`config.mk`:
```
export PLATFORM = sky130hd
export DESIGN_NAME = cap_step_ctrl
export DESIGN_NICKNAME = d
export VERILOG_FILES = /design/src/rtl/cap_step_pkg.sv /design/src/rtl/band_judge.sv /design/src/rtl/holdoff_gate.sv /design/src/rtl/therm_bank.sv /design/src/rtl/cap_step_ctrl.sv
export SDC_FILE = /design/constraint.sdc
export NUM_CORES = 1
export LEC_CHECK = 0
export BUFFER_PORTS_ARGS = -buffer_cell sky130_fd_sc_hd__buf_2
export CAP_MARGIN = 10
export CORE_MARGIN = 4
export CORE_UTILIZATION = 45
export CTS_BUF_LIST = sky130_fd_sc_hd__clkbuf_16
export CTS_CLUSTER_DIAMETER = 120
export DETAILED_ROUTE_END_ITERATION = 7
export HOLD_SLACK_MARGIN = 0.06
export PLACE_DENSITY = 0.75
export SLEW_MARGIN = 20
export SYNTH_ARGS = -nofsm -noshare
export SYNTH_HDL_FRONTEND = slang
export SYNTH_HIERARCHICAL = 1
export SYNTH_SLANG_ARGS = --single-unit
```
`constraint.sdc`:
```
create_clock -name clk -period 3.4 [get_ports clk]
set_clock_uncertainty 0.2 [all_clocks]
set_input_delay 0.17 -clock clk [delete_from_list [all_inputs] [get_ports clk]]
set_output_delay 0.17 -clock clk [all_outputs]
set_load 0.02 [all_outputs]
```
`src/rtl/cap_step_pkg.sv`:
```
package cap_step_pkg;

    // Outcome of comparing one measurement with the band limits
    typedef enum logic [1:0] {
        STEP_KEEP = 2'd0,
        STEP_UP   = 2'd1,
        STEP_DOWN = 2'd2
    } step_e;

endpackage

```
`src/rtl/band_judge.sv`:
```
module band_judge
    import cap_step_pkg::*;
#(
    parameter int PH_W = 4
) (
    input  logic [PH_W-1:0] phase,
    input  logic [PH_W-1:0] lim_hi,
    input  logic [PH_W-1:0] lim_lo,
    output step_e           step
);

    logic above_w;
    logic below_w;

    assign above_w = (phase > lim_hi);
    assign below_w = (phase < lim_lo);

    // Adding a section wins when inverted limits make both conditions true
    always_comb begin
        if (above_w) begin
            step = STEP_UP;
        end else if (below_w) begin
            step = STEP_DOWN;
        end else begin
            step = STEP_KEEP;
        end
    end

endmodule

```
`src/rtl/holdoff_gate.sv`:
```
module holdoff_gate #(
    parameter int HOLD_W = 4
) (
    input  logic              clk,
    input  logic              rst,
    input  logic              meas_valid,
    input  logic              switched,
    input  logic [HOLD_W-1:0] holdoff_n,
    output logic              busy
);

    typedef struct packed {
        logic [HOLD_W-1:0] left;
    } hold_t;

    hold_t hold_d, hold_q;

    always_comb begin
        hold_d = hold_q;
        if (switched) begin
            hold_d.left = holdoff_n;
        end else if (meas_valid && (hold_q.left != '0)) begin
            hold_d.left = hold_q.left - 1'b1;
        end
    end

    always_ff @(posedge clk) begin
        if (rst) begin
            hold_q <= '0;
        end else begin
            hold_q <= hold_d;
        end
    end

    assign busy = (hold_q.left != '0);


    switch_only_when_idle_chk: assert property (@(posedge clk) disable iff (rst)
        switched |-> !busy);


    hold_counts_down_chk: assert property (@(posedge clk) disable iff (rst)
        (meas_valid && busy && !switched) |=> (hold_q.left == $past(hold_q.left) - 1'b1));

endmodule

```
`src/rtl/therm_bank.sv`:
```
module therm_bank #(
    parameter int SECTIONS = 9
) (
    input  logic                clk,
    input  logic                rst,
    input  logic                add_one,
    input  logic                drop_one,
    output logic [SECTIONS-1:0] sect_en,
    output logic                full,
    output logic                empty
);

    localparam int EXT_W = SECTIONS + 1;

    typedef struct packed {
        logic [SECTIONS-1:0] bank;
    } bank_t;

    bank_t bank_d, bank_q;

    // Shift in a one at the bottom to add, shift out the top one to drop
    always_comb begin
        bank_d = bank_q;
        if (add_one && !bank_q.bank[SECTIONS-1]) begin
            bank_d.bank = {bank_q.bank[SECTIONS-2:0], 1'b1};
        end else if (drop_one && bank_q.bank[0]) begin
            bank_d.bank = {1'b0, bank_q.bank[SECTIONS-1:1]};
        end
    end

    always_ff @(posedge clk) begin
        if (rst) begin
            bank_q <= '0;
        end else begin
            bank_q <= bank_d;
        end
    end

    assign sect_en = bank_q.bank;
    assign full    = bank_q.bank[SECTIONS-1];
    assign empty   = !bank_q.bank[0];

    logic [EXT_W-1:0] ext_w;
    assign ext_w = {1'b0, bank_q.bank};


    thermometer_shape_chk: assert property (@(posedge clk) disable iff (rst)
        ((ext_w + 1'b1) & ext_w) == '0);


    single_step_chk: assert property (@(posedge clk) disable iff (rst)
        $countones(sect_en ^ $past(sect_en)) <= 1);


    no_wrap_full_chk: assert property (@(posedge clk) disable iff (rst)
        (full && !drop_one) |=> full);


    no_wrap_empty_chk: assert property (@(posedge clk) disable iff (rst)
        (empty && !add_one) |=> empty);

endmodule

```
`src/rtl/cap_step_ctrl.sv`:
```
module cap_step_ctrl
    import cap_step_pkg::*;
#(
    parameter int SECTIONS = 9,
    parameter int PH_W     = 4,
    parameter int HOLD_W   = 4
) (
    input  logic                clk,
    input  logic                rst,
    input  logic                meas_valid,
    input  logic [PH_W-1:0]     meas_phase,
    input  logic [PH_W-1:0]     thr_hi,
    input  logic [PH_W-1:0]     thr_lo,
    input  logic [HOLD_W-1:0]   holdoff_n,
    output logic [SECTIONS-1:0] sect_en
);

    step_e step_w;
    logic  busy_w;
    logic  full_w;
    logic  empty_w;
    logic  decide_w;
    logic  add_w;
    logic  drop_w;
    logic  switched_w;

    band_judge #(
        .PH_W (PH_W)
    ) u_judge (
        .phase  (meas_phase),
        .lim_hi (thr_hi),
        .lim_lo (thr_lo),
        .step   (step_w)
    );

    // A decision is taken only on a valid measurement outside hold-off
    always_comb begin
        decide_w   = meas_valid && !busy_w;
        add_w      = decide_w && (step_w == STEP_UP)   && !full_w;
        drop_w     = decide_w && (step_w == STEP_DOWN) && !empty_w;
        switched_w = add_w || drop_w;
    end

    holdoff_gate #(
        .HOLD_W (HOLD_W)
    ) u_hold (
        .clk        (clk),
        .rst        (rst),
        .meas_valid (meas_valid),
        .switched   (switched_w),
        .holdoff_n  (holdoff_n),
        .busy       (busy_w)
    );

    therm_bank #(
        .SECTIONS (SECTIONS)
    ) u_bank (
        .clk      (clk),
        .rst      (rst),
        .add_one  (add_w),
        .drop_one (drop_w),
        .sect_en  (sect_en),
        .full     (full_w),
        .empty    (empty_w)
    );


    idle_stable_chk: assert property (@(posedge clk) disable iff (rst)
        !meas_valid |=> $stable(sect_en));


    holdoff_stable_chk: assert property (@(posedge clk) disable iff (rst)
        (meas_valid && busy_w) |=> $stable(sect_en));


    reset_clear_chk: assert property (@(posedge clk)
        $past(rst) |-> (sect_en == '0));


    step_up_chk: assert property (@(posedge clk) disable iff (rst)
        add_w |=> ($countones(sect_en) == $countones($past(sect_en)) + 1));


    step_down_chk: assert property (@(posedge clk) disable iff (rst)
        drop_w |=> ($countones(sect_en) + 1 == $countones($past(sect_en))));

endmodule

```
==> flow_summary.yaml <==
outcome:
  status: "finished, final reports clean"
worst_setup_path:
  reg2reg_slack_ns: 0.81
  crit_type: "primary input to flop"
  startpoint: "meas_phase[1]"
  crit_slowest_cell: "or3b_1"
  required_ns: 3.32
  crit_end: "u_bank/sect_en[7]"
  critPathMaxFanout: 8
  path_delay_family: "simple AND/OR/NAND/NOR gates"
  crit_path_frequent_cell: "nor2_1"
  cp_data_arrival_time_ns: 2.55
  start_kind: "primary input"
  r2r-start: "u_hold/hold_q[1]"
  reg2reg_to: "u_bank/sect_en[7]"
  crit_chain: "buf_2, ha_1, nor2b_4, o211ai_2, a21oi_2, a2111oi_2, or3b_1, nor2_1, nand2_2, a222oi_1, nor2_1"
  r2r_cells: 8
  worst-path-buf-inv: 1
  end_kind: "flop"
  crit_cells: 11
  cpPeakStageDelay_ns: 0.41
synthesis:
  ys_seq_area_share_pct: 27.19
  synthMuxAreaShare_pct: 1.046
  synth_fa_ha_area_share_pct: 10.46
  yosysMostFrequentCell: "dfxtp_1"
  synth_cell_types: 38
  synth_compound_area_share_pct: 25.10
  synth_top_family_by_area: "simple AND/OR/NAND/NOR gates"
  syn-num-nets: 136
  synth_area_leaders: "dfxtp_1 27%, ha_1 10%, a311oi_2 4.7%, inv_1 4.7%, nand3_1 4.2%"
  synth_top_area_share_pct: 27.19
  avgSynthCellArea_um2: 8.781
  yosys_warnings: 6
  synth_ff_type: "dfxtp_1"
  synth_area_um2: 957.2
  synthSimpleGateAreaFrac_pct: 26.41
  synth_area_leader_cell: "dfxtp_1"
  ys_ff_latch: 13
  synthArstFlopShare_pct: 0
  syn_inst: 109
  synth_common_cells: "13 x dfxtp_1, 12 x inv_1, 10 x nand2_1, 10 x nor2_1"
  synth_xor_area_share_pct: 0
  synth_edf_count: 0
grt:
  grt_max_degree: 16
  antenna_found_initial: 0
  grt_pass1_vias: 845
  globalRouteOverflowTotal: 0
  grt_pass1_wl_um: 3532
  grt_use_total_pct: 16.94
clock_tree:
  tritoncts: "built"
  cts-buffers-inserted: 3
  clk_latency_ns: 0.24
  clkSinkCount: 13
  post_cts_resized: 0
  cts_root_buf: "clkbuf_16"
  clkSlewWorstSetupHoldPaths_ns: 0.05
  cts_max_level: 1
  clock_path_buffers: 2
placement:
  numPortBuffers: 27
  hpwl_um: 1577
  pre_cts_slack_ns: 0.5099
  gp_congestion: 0.8132
  place_area_um2: 1085
drt:
  num_vias: 882
  wl_per_cell_um: 12.20
  remaining_drc_errors: 0
  drt_pre_antenna_iters: 4
  via_per_inst: 5.313
  postRouteAntennaNets: 0
  wirelength_um: 2026
  drtIter0Drc: 9
pwr:
  power_leakage_nw: 0.5464
  power.total_w: 0.0006751
  peakVddDrop_v: 0.0004678
  power.density_nw_per_um2: 560.8
finish:
  nFillCells: 173
  antenna-diode-count: 0
  fin_area_um2: 1204
  regArea_um2: 260.3
  multi_input_area_um2: 603.1
  area_growth_syn_to_layout_pct: 25.75
  fin_util_pct: 60.73
  fin_nets: 167
  drive_gt1_share_pct: 33.81
floorplan:
  core_area_um2: 1982
  fp.dieW_um: 54.12
  initial_core_util_pct: 48.30
  dieArea_um2: 2929
  io_pins: 28
  rows: 16
  die_y_um: 54.12
timing:
  hold_violations: 0
  finalSetupViolations: 0
  slew_headroom_pct: 71.90
  finalSetupTns_ns: 0
  rsz0062_at_grt: "no"
  min_period_over_period_pct: 77.21
  drv_slew: 0
  period_minus_slack_ns: 2.625
  maxClockFrequency_mhz: 380.9
  timing.final.ws_setup_ns: 0.7748
  max_slew.worst_pin.slew_ns: 0.4156
flow_run:
  max-cap-violations: 0
worst_hold_path:
  hold_path.class: "primary input to flop"
==> sequential cells by signal (all words and copies together) (netlist names) <==
name	count
u_bank/sect_en	9
u_hold/hold_q	4
==> layer usage <==
layer	up-vias	track usage [%]	routed length, um
met5	-	0	0
met4	0	11.62	57
met3	6	6.094	140
met2	26	25.70	975
met1	399	19.63	853
li1	451	-	-
==> cell families after synthesis <==
| group | after synthesis |
|---|---|
| fa+ha+maj | 8 |
| mux | 1 |
| flops | 13 |
| buf+inv | 18 |
| simple gates | 45 |
| compound gates | 24 |
==> worst min-delay path by stage <==
stage | startpoint | to | slack, ns | cells after the start
floorplan | rst | u_hold/hold_q[0] | 0.04 | 1
global placement | holdoff_n[0] | u_hold/hold_q[0] | 0.25 | 3
detailed placement | holdoff_n[2] | u_hold/hold_q[2] | 0.25 | 3
CTS | rst | u_bank/sect_en[7] | 0.10 | 2
global route | rst | u_bank/sect_en[7] | 0.13 | 2
finish | rst | u_bank/sect_en[7] | 0.10 | 2
==> layout by cell type (no fill, tap or decap), drive strengths merged <==
cell         count
ha               8
nor2            13
and4             1
o211a            1
nand4b           1
nand3b           1
nor4b            1
a21oi            5
nor3             1
a21boi           1
clkbuf           3
nor2b            3
a21o             2
a222oi           1
dlygate4sd3      4
nand2b           2
mux2i            1
a211oi           1
dfxtp           13
buf             28
o211ai           1
a311o            1
o21ai            1
nand3            8
a31oi            1
a311oi           7
nand2           11
inv             13
a2111oi          2
or3b             3
==> timing repair <==
action,4_1_cts,5_1_grt
endpoints found under the setup margin,0,0
hold buffers,4,0
endpoints found under the hold margin,4,0
setup buffers,0,0
==> metrics by stage <==
step                std cells  hold slack (ns)
floorplan                 109          0.04214
global placement          158           0.2468
detailed placement        158           0.2540
CTS                       166           0.1010
global route              166           0.1278
finish                    166           0.1034
==> power breakdown <==
group | leakage (nW) | total (W) | internal, W | switching, W
sequential | 0.106 | 0.000213 | 0.000183 | 0.0000296
combinational | 0.398 | 0.000240 | 0.000104 | 0.000136
clock | 0.0423 | 0.000222 | 0.000155 | 0.0000670
==> cell type report <==
type | count | area share [%]
multi-input combinational | 78 | 50.10
timing repair buffer | 32 | 15.18
inverter | 12 | 3.742
clock inverter | 1 | 0.3119
sequential | 13 | 21.62
tap | 27 | 2.807
clock buffer | 3 | 6.237
(Power assumes the default switching activity.)
